**src/rtl/e1_mfa_pkg.sv**
```systemverilog
package e1_mfa_pkg;

    localparam int MF_FRAMES = 16;
    localparam int FNUM_W = $clog2(MF_FRAMES);

    // Si bits of frames 1,3,5,7,9,11, oldest in the MSB
    localparam logic [5:0] CRC_WORD = 6'b001011;
    localparam logic [FNUM_W-1:0] CRC_WORD_LAST = FNUM_W'(11);
    localparam logic [3:0] CAS_WORD = 4'b0000;

    typedef enum logic [1:0] {
        CRC_HUNT    = 2'd0,
        CRC_CONFIRM = 2'd1,
        CRC_LOCKED  = 2'd2
    } crc_state_t;

    typedef enum logic [1:0] {
        CAS_HUNT    = 2'd0,
        CAS_LOCKED  = 2'd1,
        CAS_SUSPECT = 2'd2
    } cas_state_t;

endpackage

```
**src/rtl/e1_cw_error_monitor.sv**
```systemverilog
module e1_cw_error_monitor
    import e1_mfa_pkg::*;
#(
    parameter int CW_BLOCK     = 1000,
    parameter int CW_ERR_LIMIT = 915
) (
    input  logic clk,
    input  logic rst_n,
    input  logic enable,
    input  logic cw_strobe,
    input  logic cw_err,
    output logic block_fail
);
    localparam int CNT_W = (CW_BLOCK > 1) ? $clog2(CW_BLOCK) : 1;
    localparam int ERR_W = $clog2(CW_BLOCK + 1);

    logic [CNT_W-1:0] cw_cnt;
    logic [ERR_W-1:0] err_cnt;
    logic [ERR_W-1:0] err_total;
    logic             block_end;

    always_comb begin
        err_total  = err_cnt + ERR_W'(cw_err);
        block_end  = enable && cw_strobe && (cw_cnt == CNT_W'(CW_BLOCK - 1));
        block_fail = block_end && (err_total >= ERR_W'(CW_ERR_LIMIT));
    end

    always_ff @(posedge clk) begin
        if (!rst_n || !enable) begin
            cw_cnt  <= '0;
            err_cnt <= '0;
        end else if (cw_strobe) begin
            if (block_end) begin
                cw_cnt  <= '0;
                err_cnt <= '0;
            end else begin
                cw_cnt  <= cw_cnt + 1'b1;
                err_cnt <= err_total;
            end
        end
    end

endmodule

```
**src/rtl/e1_crc_mf_tracker.sv**
```systemverilog
module e1_crc_mf_tracker
    import e1_mfa_pkg::*;
#(
    parameter int WINDOW_FRAMES = 64
) (
    input  logic              clk,
    input  logic              rst_n,
    input  logic              frame_locked,
    input  logic              frame_strobe,
    input  logic              nfas_frame,
    input  logic              si_bit,
    input  logic              block_fail,
    output logic              crc_sync,
    output logic [FNUM_W-1:0] crc_frame
);
    localparam int WIN_W = $clog2(WINDOW_FRAMES + 1);

    crc_state_t        state, state_nx;
    logic [5:0]        si_hist;
    logic [5:0]        hist_nx;
    logic [FNUM_W-1:0] fcnt;
    logic [FNUM_W-1:0] fcnt_nx;
    logic [WIN_W-1:0]  win_cnt;
    logic [WIN_W-1:0]  win_nx;
    logic              word_hit;
    logic              in_phase;
    logic              win_open;

    always_comb begin
        hist_nx  = {si_hist[4:0], si_bit};
        word_hit = frame_strobe && nfas_frame && (hist_nx == CRC_WORD);
        fcnt_nx  = fcnt + 1'b1;
        in_phase = (fcnt_nx == CRC_WORD_LAST);
        win_nx   = win_cnt + 1'b1;
        win_open = (win_nx < WIN_W'(WINDOW_FRAMES));
    end

    // next state
    always_comb begin
        state_nx = state;
        if (!frame_locked) begin
            state_nx = CRC_HUNT;
        end else begin
            unique case (state)
                CRC_HUNT: begin
                    if (word_hit) state_nx = CRC_CONFIRM;
                end
                CRC_CONFIRM: begin
                    if (frame_strobe) begin
                        if (in_phase && word_hit && win_open) state_nx = CRC_LOCKED;
                        else if (!win_open)                   state_nx = CRC_HUNT;
                    end
                end
                CRC_LOCKED: begin
                    if (block_fail) state_nx = CRC_HUNT;
                end
                default: state_nx = CRC_HUNT;
            endcase
        end
    end

    // state register
    always_ff @(posedge clk) begin
        if (!rst_n) state <= CRC_HUNT;
        else        state <= state_nx;
    end

    // frame counter, Si history and window counter
    always_ff @(posedge clk) begin
        if (!rst_n || !frame_locked) begin
            si_hist <= '1;
            fcnt    <= '0;
            win_cnt <= '0;
        end else if (frame_strobe) begin
            if (nfas_frame) si_hist <= hist_nx;
            if (state == CRC_HUNT && word_hit) fcnt <= CRC_WORD_LAST;
            else                               fcnt <= fcnt_nx;
            win_cnt <= (state == CRC_CONFIRM) ? win_nx : '0;
        end
    end

    // outputs
    always_comb begin
        crc_sync  = (state == CRC_LOCKED);
        crc_frame = fcnt;
    end

endmodule

```
**src/rtl/e1_cas_mf_tracker.sv**
```systemverilog
module e1_cas_mf_tracker
    import e1_mfa_pkg::*;
(
    input  logic              clk,
    input  logic              rst_n,
    input  logic              frame_locked,
    input  logic              frame_strobe,
    input  logic [7:0]        ts16,
    output logic              cas_sync,
    output logic [FNUM_W-1:0] cas_frame
);
    cas_state_t        state, state_nx;
    logic [7:0]        prev_ts16;
    logic [FNUM_W-1:0] fcnt;
    logic [FNUM_W-1:0] fcnt_nx;
    logic              word_ok;
    logic              at_start;
    logic              lock_hit;

    always_comb begin
        word_ok  = (ts16[7:4] == CAS_WORD);
        fcnt_nx  = fcnt + 1'b1;
        at_start = (fcnt_nx == '0);
        lock_hit = frame_strobe && word_ok && (prev_ts16 != 8'h00);
    end

    // next state
    always_comb begin
        state_nx = state;
        if (!frame_locked) begin
            state_nx = CAS_HUNT;
        end else begin
            unique case (state)
                CAS_HUNT: begin
                    if (lock_hit) state_nx = CAS_LOCKED;
                end
                CAS_LOCKED: begin
                    if (frame_strobe && at_start && !word_ok) state_nx = CAS_SUSPECT;
                end
                CAS_SUSPECT: begin
                    if (frame_strobe && at_start)
                        state_nx = word_ok ? CAS_LOCKED : CAS_HUNT;
                end
                default: state_nx = CAS_HUNT;
            endcase
        end
    end

    // state register
    always_ff @(posedge clk) begin
        if (!rst_n) state <= CAS_HUNT;
        else        state <= state_nx;
    end

    // frame counter and previous slot record
    always_ff @(posedge clk) begin
        if (!rst_n || !frame_locked) begin
            prev_ts16 <= '0;
            fcnt      <= '0;
        end else if (frame_strobe) begin
            prev_ts16 <= ts16;
            if (state == CAS_HUNT && lock_hit) fcnt <= '0;
            else                               fcnt <= fcnt_nx;
        end
    end

    // outputs
    always_comb begin
        cas_sync  = (state == CAS_LOCKED) || (state == CAS_SUSPECT);
        cas_frame = fcnt;
    end

endmodule

```
**src/rtl/e1_mfa_monitor.sv**
```systemverilog
module e1_mfa_monitor
    import e1_mfa_pkg::*;
#(
    parameter int WINDOW_FRAMES = 64,
    parameter int CW_BLOCK      = 1000,
    parameter int CW_ERR_LIMIT  = 915
) (
    input  logic       clk,
    input  logic       rst_n,
    input  logic       frame_locked,
    input  logic       frame_strobe,
    input  logic       nfas_frame,
    input  logic [7:0] ts0_octet,
    input  logic [7:0] ts16_octet,
    input  logic       cw_strobe,
    input  logic       cw_err,
    output logic       crc_mf_sync,
    output logic [3:0] crc_mf_frame,
    output logic       cas_mf_sync,
    output logic [3:0] cas_mf_frame
);
    logic block_fail;
    logic mon_enable;

    assign mon_enable = crc_mf_sync && frame_locked;

    e1_cw_error_monitor #(
        .CW_BLOCK     (CW_BLOCK),
        .CW_ERR_LIMIT (CW_ERR_LIMIT)
    ) u_errmon (
        .clk        (clk),
        .rst_n      (rst_n),
        .enable     (mon_enable),
        .cw_strobe  (cw_strobe),
        .cw_err     (cw_err),
        .block_fail (block_fail)
    );

    e1_crc_mf_tracker #(
        .WINDOW_FRAMES (WINDOW_FRAMES)
    ) u_crc (
        .clk          (clk),
        .rst_n        (rst_n),
        .frame_locked (frame_locked),
        .frame_strobe (frame_strobe),
        .nfas_frame   (nfas_frame),
        .si_bit       (ts0_octet[7]),
        .block_fail   (block_fail),
        .crc_sync     (crc_mf_sync),
        .crc_frame    (crc_mf_frame)
    );

    e1_cas_mf_tracker u_cas (
        .clk          (clk),
        .rst_n        (rst_n),
        .frame_locked (frame_locked),
        .frame_strobe (frame_strobe),
        .ts16         (ts16_octet),
        .cas_sync     (cas_mf_sync),
        .cas_frame    (cas_mf_frame)
    );

endmodule

```
**config.mk**
```make
export PLATFORM = sky130hd
export DESIGN_NAME = e1_mfa_monitor
export DESIGN_NICKNAME = d
export VERILOG_FILES = /design/src/rtl/e1_mfa_pkg.sv /design/src/rtl/e1_cw_error_monitor.sv /design/src/rtl/e1_crc_mf_tracker.sv /design/src/rtl/e1_cas_mf_tracker.sv /design/src/rtl/e1_mfa_monitor.sv
export SDC_FILE = /design/constraint.sdc
export NUM_CORES = 1
export LEC_CHECK = 0
export CAP_MARGIN = 40
export CORE_AREA = 2 2 82 84
export CTS_CLUSTER_SIZE = 25
export DETAILED_ROUTE_END_ITERATION = 7
export DIE_AREA = 0 0 84 86
export DONT_BUFFER_PORTS = 1
export PLACE_DENSITY = 0.6
export SETUP_SLACK_MARGIN = 0.5
export SLEW_MARGIN = 20
export SYNTH_ARGS = -nofsm -noshare
export SYNTH_HDL_FRONTEND = slang
export SYNTH_HIERARCHICAL = 1
export SYNTH_SLANG_ARGS = --single-unit
```
**constraint.sdc**
```tcl
create_clock -name clk -period 2.15 [get_ports clk]
set_input_delay 0.1075 -clock clk [delete_from_list [all_inputs] [get_ports clk]]
set_output_delay 0.1075 -clock clk [all_outputs]
set_load 0.01 [all_outputs]
```
Word-level counts from Yosys, hierarchy flattened
Index checks and enable logic that the tools add are counted.
{"block": "word_totals", "reg_bits": 52, "out_inout_bits": 10, "wordCells": 76}
{"block": "classes", "n_eq_ne": 14, "reduce_logical": 30, "magnitude_cmp": 2, "n_mux": 16, "addsub": 5}
{"op": "two-way mux 10 bit", "n": 2}
{"op": "two-way mux 2 bit", "n": 8}
{"op": "logical AND 1 bit", "n": 14}
{"op": "one-hot mux 2 bit (3 select lines)", "n": 2}
{"op": "adder 10 x 1 -> 10 bit", "n": 1}
{"op": "adder 10 x 1 -> 10 bit, second input constant", "n": 1}
{"op": "== test 10 bit, second input constant", "n": 1}
{"op": "greater-or-equal comparator 10 bit, second input constant", "n": 1}
{"op": "inequality test 2 x 1 -> 1 bit, second input constant", "n": 5}
{"op": "adder 4 x 1 -> 4 bit, second input constant", "n": 2}
{"op": "zero test 4 bit", "n": 2}
{"op": "two-way mux 4 bit", "n": 2}
{"op": "nonzero test 8 bit", "n": 1}
{"op": "adder 7 x 1 -> 7 bit, second input constant", "n": 1}
{"op": "less-than comparator 7 bit, second input constant", "n": 1}
{"op": "two-way mux 7 bit", "n": 1}
{"op": "== test 6 x 4 -> 1 bit, second input constant", "n": 1}
{"op": "== test 2 x 1 -> 1 bit, second input constant", "n": 2}
{"op": "== test 2 bit, second input constant", "n": 2}
{"op": "== test 4 bit, second input constant", "n": 1}
{"op": "zero test 1 bit", "n": 4}
{"op": "zero test 2 bit", "n": 2}
{"op": "AND reduction 2 bit", "n": 2}
{"op": "AND reduction 4 bit", "n": 1}
{"op": "5 further kinds", "n": 7}

Longest topological paths before layout
Gate-level depths: netlist of the first run.
{"block": "depth", "ltp_word": 7, "depth_mapped": 11, "depth_no_buf": 10}

Modules after synthesis
Netlist of the first run, hierarchy kept.
{"mod": "e1_cw_error_monitor", "instances": 1, "cells_each": 142, "seq_area_each_um2": 400.4, "area_per_inst_um2": 1159.9}
{"mod": "e1_crc_mf_tracker", "instances": 1, "cells_each": 106, "seq_area_each_um2": 360.3, "area_per_inst_um2": 880.8}
{"mod": "e1_cas_mf_tracker", "instances": 1, "cells_each": 77, "seq_area_each_um2": 280.3, "area_per_inst_um2": 742.0}
{"mod": "e1_mfa_monitor", "instances": 1, "cells_each": 1, "seq_area_each_um2": 0.0, "area_per_inst_um2": 6.3}

Worst setup path before layout of the first run
No wires, ideal clock.
{"block": "synth_timing", "kind": "flip-flop to flip-flop", "from": "reg u_crc.state[1]", "to": "reg u_crc.state[0]", "path_stages_with_launch": 11, "path_slack_ns": 0.114, "n_path_buf": 1, "arrival_time_ns": 1.918, "synth_period_minus_slack_ns": 2.036, "path_cell_list": "dfxtp_1 -> nor2b_1 -> and2_1 -> and4bb_1 -> and4_1 -> buf_6 -> o311ai_1 -> a21oi_1 -> nand2b_1 -> o2111a_1 -> o21ai_1"}
{"block": "synth_between", "elab_chain_len": 7, "word_cells_on_any_way": 13}
{"element": "from (decl)", "line": "e1_crc_mf_tracker.sv:18", "source": "crc_state_t state, state_nx;"}
{"element": "from (signal assigned)", "line": "e1_crc_mf_tracker.sv:65", "source": "else state <= state_nx;"}
{"element": "== test 2 bit", "line": "e1_crc_mf_tracker.sv:84", "source": "crc_sync = (state == CRC_LOCKED);"}
{"element": "named net crc_mf_sync", "line": "e1_mfa_monitor.sv:17", "source": "output logic crc_mf_sync,"}
{"element": "logical AND 1 bit", "line": "e1_mfa_monitor.sv:25", "source": "assign mon_enable = crc_mf_sync && frame_locked;"}
{"element": "named net mon_enable", "line": "e1_mfa_monitor.sv:23", "source": "logic mon_enable;"}
{"element": "logical AND 1 bit (2 in series)", "line": "e1_cw_error_monitor.sv:24", "source": "block_end = enable && cw_strobe && (cw_cnt == CNT_W'(CW_BLOCK - 1));"}
{"element": "logical AND 1 bit", "line": "e1_cw_error_monitor.sv:25", "source": "block_fail = block_end && (err_total >= ERR_W'(CW_ERR_LIMIT));"}
{"element": "named net block_fail", "line": "e1_mfa_monitor.sv:22", "source": "logic block_fail;"}
{"element": "inequality test 2 x 1 -> 1 bit (no source line)"}
{"element": "AND reduction 4 bit (no source line)"}
The timed path passes the listed nets, and every way through them passes these cells.
A chain may end at the register's enable or synchronous reset.

Final worst setup path of the first run
{"block": "layout_timing", "from": "reg u_errmon.err_cnt[0]", "to": "reg u_crc.state[0]"}
{"block": "layout_between", "elab_chain_len": 5}
{"element": "from (decl)", "line": "e1_cw_error_monitor.sv:18", "source": "logic [ERR_W-1:0] err_cnt;"}
{"element": "from (signal assigned)", "line": "e1_cw_error_monitor.sv:38", "source": "err_cnt <= err_total;"}
{"element": "adder 10 x 1 -> 10 bit", "line": "e1_cw_error_monitor.sv:23", "source": "err_total = err_cnt + ERR_W'(cw_err);"}
{"element": "greater-or-equal comparator 10 bit", "line": "e1_cw_error_monitor.sv:25"}
{"element": "logical AND 1 bit", "line": "e1_cw_error_monitor.sv:25"}
{"element": "named net block_fail", "line": "e1_mfa_monitor.sv:22"}
{"element": "inequality test 2 x 1 -> 1 bit (no source line)"}
{"element": "AND reduction 4 bit (no source line)"}
The timed path passes the listed nets, and every way through them passes these cells.

==> results of run 1 <==
cell type report:
class                      count  area share [%]
clock inverter                 2           0.386
tap                           77            2.97
timing repair buffer          24            7.02
multi-input combinational    256            54.4
clock buffer                   5            2.12
sequential                    52            32.4
inverter                       6           0.694
cells in the final DEF (no fill, tap or decap), types with 4 or more instances in the layout:
master,instances
nor2b_1,5
a21oi_1,12
nor3_1,4
xnor2_1,6
buf_4,8
mux2i_1,12
clkbuf_8,5
dlygate4sd3_1,13
nand2b_1,7
ha_1,10
dfxtp_1,48
o21ai_0,6
nand2_1,33
a31oi_1,4
nand4_1,9
nand3_1,19
nor2_1,43
o21ai_1,6
xor2_1,11
nand3b_1,4
inv_1,6
routing by layer:
layer  global-route usage, %  part of all wire [%]  up-vias  wire length, um
met3                    3.75                   2.3        7              135
li1                        -                     -     1195                -
met1                    21.5                    50     1062             2910
met2                    29.2                    47       23             2710
met4                    5.13                   1.2        0               70
met5                       0                     0        -                0
power by group:
group / switching (mW) / internal (mW) / total (mW)
Combinational: 0.0538 / 0.0566 / 0.110
Sequential: 0.0131 / 0.972 / 0.985
Clock: 0.318 / 0.221 / 0.539
Total: 0.385 / 1.25 / 1.63
cell families after synthesis:
group,Yosys count
muxes,12
DFF,52
xor gates and xnor gates,17
and+or+nand+nor,160
adders and majority gates,13
AOI/OAI and AO/OA,54
buffers and inverters,18
worst register-to-register path, delay by kind of cell, from the launching register on:
family                   cells  cell delay, ns
adder cells (fa/ha/maj)      2            0.27
flip-flops                   1            0.36
AND/OR/NAND/NOR              3            0.58
AO/OA/AOI/OAI                5            0.67
repair_timing:
action / 4_1_cts / 5_1_grt
hold buffers: 13 / 0
endpoints found under the setup margin: 9 / 16
hold endpoints to repair: 24 / 0
buffers inserted: 5 / 2
pin swaps: 10 / 7
gates resized for setup: 8 / 13
metrics by stage:
| stage | hold WS [ns] | setup WS, ns | total power [mW] | utilization [%] | area, um^2 |
|---|---|---|---|---|---|
| floorplan | 0.232 | 0.235 | 1.08 | - | 2850 |
| global placement | 0.219 | 0.166 | 1.08 | 46.0 | 2890 |
| detailed placement | 0.219 | 0.118 | 1.08 | 46.0 | 2890 |
| CTS | 0.0117 | 0.210 | 1.65 | 50.3 | 3160 |
| global route | 0.0132 | 0.0370 | 1.71 | 51.7 | 3240 |
| finish | 0.0106 | 0.193 | 1.63 | 51.7 | 3240 |
final timing paths:
kind         cells past startpoint                  to  slack, ns
min reg2reg                      2    u_crc/si_hist[4]       0.48
min                              3  u_cas/cas_frame[2]       0.01
max                             10      u_crc/state[0]       0.19
max reg2reg                     10      u_crc/state[0]       0.19
sequential cells by signal, indices dropped and copies added, names as in the netlist:
signal            count
u_cas/state           2
u_crc/crc_frame       4
u_errmon/err_cnt     10
u_crc/state           2
u_cas/cas_frame       4
u_errmon/cw_cnt      10
u_crc/win_cnt         7
u_cas/prev_ts16       8
u_crc/si_hist         5
==> results.json, run 1 <==
{
  "diodes": 0,
  "synthTopCellsByCount": "dfxtp_1 (52), nor2_1 (43), nand2_1 (34)",
  "path_cells": "ha_4 -> ha_4 -> nand4_1 -> nand3_1 -> o21ai_1 -> o311ai_1 -> a21oi_2 -> nand2b_4 -> o2111a_1 -> o21ai_1",
  "vias": 2287,
  "final.setup.tns_ns": 0,
  "leakage_nw": 1.17,
  "clk_latency_ns": 0.30,
  "netlist.area_leader.share_pct": 37.3,
  "yosysTopAreaCell": "dfxtp_1",
  "arrival_ns": 2.20,
  "syn_area_per_cell_um2": 8.55,
  "yosysSeqAreaShare_pct": 37.3,
  "max_freq_ghz": 0.511,
  "die_h_um": 86,
  "antenna_found_initial": 0,
  "gr-total-overflow": 0,
  "powerDensity_mw_per_mm2": 504,
  "wl_per_cell_um": 13.8,
  "syn_inst": 326,
  "cts_max_path_buffers": 2,
  "fill_cells": 611,
  "viasPerCell": 5.42,
  "grt_first_pass_wirelength_um": 10100,
  "multi_input_comb_area_mm2": 0.00176,
  "seq_area_mm2": 0.00105,
  "ctsHtreeMaxLevel": 2,
  "io_buffer_count": 0,
  "ys_seq_elements": 52,
  "grt_pass1_vias": 2198,
  "place_hpwl_um": 3740,
  "start_util_pct": 44.4,
  "nNetsFinal": 381,
  "cts_tree": "done",
  "drv_slew": 0,
  "post_synth_num_cell_types": 63,
  "hold_path.class": "in2reg",
  "timing.rr.start": "u_errmon/err_cnt[0]",
  "dpl.cell_count": 394,
  "grt_max_degree": 20,
  "finalSetupViolCount": 0,
  "drc": 0,
  "die_area_mm2": 0.00722,
  "root_buffer": "clkbuf_8",
  "min-delay-start": "frame_strobe",
  "area_growth_pct": 16.3,
  "rows": 29,
  "irDropWorstVdd_uv": 331,
  "synth_warnings": 6,
  "end_kind": "flop",
  "synth.most_common_cell": "dfxtp_1",
  "finClkSkew_ns": 0.00288,
  "cts_buffers": 5,
  "crit_path_start_kind": "flop",
  "crit_fanout": 6,
  "status": "completed",
  "crit_family": "compound AO/OA/AOI/OAI gates",
  "async_flop_share_pct": 0,
  "netlist_area_mm2": 0.00279,
  "drv_cap": 0,
  "critPathBufInv": 0,
  "critical-path-max-stage-delay_ns": 0.36,
  "path_class": "reg2reg",
  "synth.top_cells.by_area": "dfxtp_1 (37%), ha_1 (5.8%), nor2_1 (5.8%), nand2_1 (4.6%), mux2i_1 (4.3%)",
  "synth_edf_count": 0,
  "slowest_stage": "dfxtp_2",
  "critPathLaunch": "u_errmon/err_cnt[0]",
  "cp_data_required_time_ns": 2.39,
  "cts_sinks": 52,
  "syn-num-nets": 362,
  "track_usage_pct": 17.0,
  "hold_viol_final": 0,
  "chipWidth_um": 84,
  "core_mm2": 0.00628,
  "synthMuxAreaShare_pct": 4.31,
  "yosys.area_share.adder_pct": 5.83,
  "ios": 33,
  "final.min_clock_period_ns": 1.96,
  "ant_nets": 0,
  "ys.flop_type": "dfxtp_1",
  "synth_xor_area_share_pct": 5.34,
  "gp_congestion": 0.785,
  "drt-initial-drc-count": 58,
  "clkTransAtPathRegs_ns": 0.09,
  "synth-compound-area-share_pct": 12.9,
  "wl_um": 5830,
  "stdcell_count": 422,
  "synth_simple_gate_area_share_pct": 30.8,
  "first_pass_iters": 4,
  "relSlewSlack_pct": 65.7,
  "synth_top_family_by_area": "simple AND/OR/NAND/NOR gates",
  "drive_gt1_share_pct": 16.8,
  "worst_pin_slew_ns": 0.513,
  "rsz0062_at_grt": "yes",
  "post-route-period-util_pct": 91.0
}
(Power assumes the default switching activity.)
==> run 2, diff against run 1 <==
--- a/config.mk
+++ b/config.mk
@@ -5,6 +5,7 @@
 export SDC_FILE = /design/constraint.sdc
 export NUM_CORES = 1
 export LEC_CHECK = 0
+export ABC_AREA = 1
 export CAP_MARGIN = 40
 export CORE_AREA = 2 2 82 84
 export CTS_CLUSTER_SIZE = 25
==> results.json, run 2 <==
{
  "status": "completed",
  "post-route-period-util_pct": 86.0,
  "netlist_area_mm2": 0.00280,
  "drc": 0,
  "critical_path_depth": 17,
  "wl_um": 5800,
  "power_switching_mw": 0.404,
  "ctsHtreeMaxLevel": 2,
  "critical-path-max-stage-delay_ns": 0.38,
  "crit_path_start_kind": "flop",
  "stdcell_count": 512,
  "cts_sinks": 52,
  "reg2reg_slack_ns": 0.30,
  "timing.rr.start": "u_errmon/err_cnt[0]",
  "die_h_um": 86,
  "syn_area_per_cell_um2": 6.69,
  "synth_warnings": 6,
  "p_clk_share_pct": 35.1,
  "cts_max_path_buffers": 2,
  "powerDensity_mw_per_mm2": 521,
  "syn_inst": 418,
  "core_mm2": 0.00628,
  "wl_per_cell_um": 11.3,
  "final_common_cell": "nand2_1",
  "chipWidth_um": 84,
  "multi_input_comb_area_mm2": 0.00162,
  "setup.worst_path.end": "u_crc/state[1]",
  "ant_nets": 0,
  "drv_cap": 0,
  "place_hpwl_um": 3880,
  "end_kind": "flop",
  "grt_first_pass_wirelength_um": 9670,
  "finClkSkew_ns": 0.00456,
  "seq_area_mm2": 0.00105,
  "die_area_mm2": 0.00722,
  "final.min_clock_period_ns": 1.85,
  "drt-initial-drc-count": 134,
  "swShare_pct": 24.2,
  "synth.top_cells.by_area": "dfxtp_1 (37%), nand2_1 (16%), inv_1 (7.3%), a21oi_1 (6.8%), ha_1 (5.8%)",
  "worst_pin_slew_ns": 0.520,
  "async_flop_share_pct": 0,
  "netlist.area_leader.share_pct": 37.2,
  "irDropWorstVdd_uv": 320,
  "cts_buffers": 5,
  "rr_endpoint": "u_crc/state[1]",
  "synth_edf_count": 0,
  "grt_pass1_vias": 2309,
  "drv_slew": 0,
  "fin_area_mm2": 0.00321,
  "clk_latency_ns": 0.30,
  "viasPerCell": 4.92,
  "arrival_ns": 2.05,
  "dpl.cell_count": 490,
  "diodes": 0,
  "critPathLaunch": "u_errmon/err_cnt[0]",
  "drive_gt1_share_pct": 15.9,
  "final.setup.tns_ns": 0,
  "hold_path.class": "in2reg",
  "gp_congestion": 0.832,
  "slowest_stage": "dfxtp_4",
  "yosysTopAreaCell": "dfxtp_1",
  "vias": 2521,
  "yosysSeqAreaShare_pct": 37.2,
  "post_synth_num_cell_types": 30,
  "pwr-share-comb_pct": 5.9,
  "root_buffer": "clkbuf_8",
  "cp_data_required_time_ns": 2.35,
  "p_seq_share_pct": 59.0,
  "synthTopCellsByCount": "nand2_1 (119), inv_1 (54), dfxtp_1 (52)",
  "relSlewSlack_pct": 65.3,
  "reg2regPathDepth": 17,
  "synth.most_common_cell": "nand2_1",
  "io_buffer_count": 0,
  "hold_depth": 2,
  "crit_fanout": 3,
  "rows": 29,
  "track_usage_pct": 15.9,
  "ios": 33,
  "syn-num-nets": 454,
  "p_int_mw": 1.27,
  "path_cells": "ha_4 -> ha_4 -> nand3_4 -> nor2_1 -> nand2_1 -> nand2_1 -> nand2_1 -> nor2_2 -> nor2_1 -> inv_1 -> nand2_2 -> o21ai_2 -> inv_1 -> nand2_1 -> nor2_2 -> nor2_1 -> nor2_1",
  "critPathBufInv": 2,
  "start_util_pct": 44.5,
  "leakage_nw": 1.28,
  "antenna_found_initial": 0,
  "rsz0062_at_grt": "yes",
  "hold_viol_final": 0,
  "ys.flop_type": "dfxtp_1",
  "fill_cells": 631,
  "grt_max_degree": 21,
  "nNetsFinal": 470,
  "area_growth_pct": 15.0,
  "crit_family": "simple AND/OR/NAND/NOR gates",
  "gr-total-overflow": 0,
  "path_class": "reg2reg",
  "first_pass_iters": 4,
  "ys_seq_elements": 52,
  "layout_common_cells": "nand2_1 (115), inv_1 (50), dfxtp_1 (43)",
  "placed_cell_area_mm2": 0.00288,
  "max_freq_ghz": 0.541,
  "cts_tree": "done",
  "clkTransAtPathRegs_ns": 0.10,
  "finalSetupViolCount": 0,
  "reg_top3": "u_errmon/cw_cnt: 10 flops, u_errmon/err_cnt: 10 flops, u_cas/prev_ts16: 8 flops"
}
-- run 2: what timing repair did --
item / CTS / global route
endpoints found under the setup margin: 2 / 15
buffers inserted: 4 / 5
pin swaps: 8 / 13
resized for setup: 19 / 21
hold buffers: 5 / 0
hold endpoints to repair: 15 / 0
-- run 2: worst min path at each step --
stage | from | endpoint | slack [ns]
4_1_cts | frame_strobe | u_crc/crc_frame[3] | 0.001
3_5_place_dp | frame_strobe | u_crc/crc_frame[1] | 0.23
2_1_floorplan | cw_strobe | u_errmon/err_cnt[4] | 0.25
3_3_place_gp | frame_strobe | u_crc/crc_frame[1] | 0.23
6_report | ts16_octet[4] | u_cas/prev_ts16[4] | 0.01
5_1_grt | ts16_octet[6] | u_cas/prev_ts16[6] | 0.02
-- run 2: logic make-up (layout without fill, tap and decap cells) --
logic type	Yosys count	after routing	synth area share, %
AND/OR/NAND/NOR	221	221	34.3
flip-flops	52	52	37.2
adder cells (fa/ha/maj)	13	13	5.82
buffers and inverters	64	81	9.09
XOR/XNOR	4	4	1.25
AO/OA/AOI/OAI	64	64	12.3
-- run 2: final cells by class --
class                      count  area share (%)
sequential                    52            32.8
tap                           77            3.00
timing repair buffer          16            4.24
inverter                      57            6.66
clock buffer                   6            2.57
clock inverter                 2           0.311
multi-input combinational    302            50.4
-- run 2: through the flow --
stage          power, mW  worst slack (ns)  hold WS (ns)  util, %
6_report            1.67             0.300        0.0114     51.2
5_1_grt             1.75            0.0946        0.0214     51.2
4_1_cts             1.69             0.293       0.00117     49.8
3_5_place_dp        1.09             0.173         0.227     45.8
3_3_place_gp        1.09             0.195         0.227     45.8
2_1_floorplan       1.08             0.367         0.250        -
-- run 2: per-layer routing --
| layer | track usage [%] | up-vias | part of all wire (%) |
|---|---|---|---|
| met4 | 4.55 | 0 | 0.50 |
| met2 | 28.1 | 25 | 48 |
| met3 | 3.75 | 2 | 3.3 |
| met1 | 19.4 | 1125 | 48 |
| met5 | 0 | - | 0 |
| li1 | - | 1369 | - |
-- run 2: power groups by stage --
stage	clock network [mW]	logic [mW]	registers (mW)
floorplan	0	0.0730	1.01
global placement	0	0.0810	1.01
detailed placement	0	0.0818	1.01
CTS	0.611	0.0935	0.987
global route	0.643	0.113	0.989
finish	0.587	0.0986	0.987
-- run 2: worst register-to-register path, stage by stage (launching register included) --
cell and delay, ns:
dfxtp_4 0.38, ha_4 0.13, ha_4 0.16, nand3_4 0.10
nor2_1 0.12, nand2_1 0.05, nand2_1 0.08, nand2_1 0.06
nor2_2 0.11, nor2_1 0.06, inv_1 0.06, nand2_2 0.06
o21ai_2 0.06, inv_1 0.05, nand2_1 0.09, nor2_2 0.04
nor2_1 0.08, nor2_1 0.05
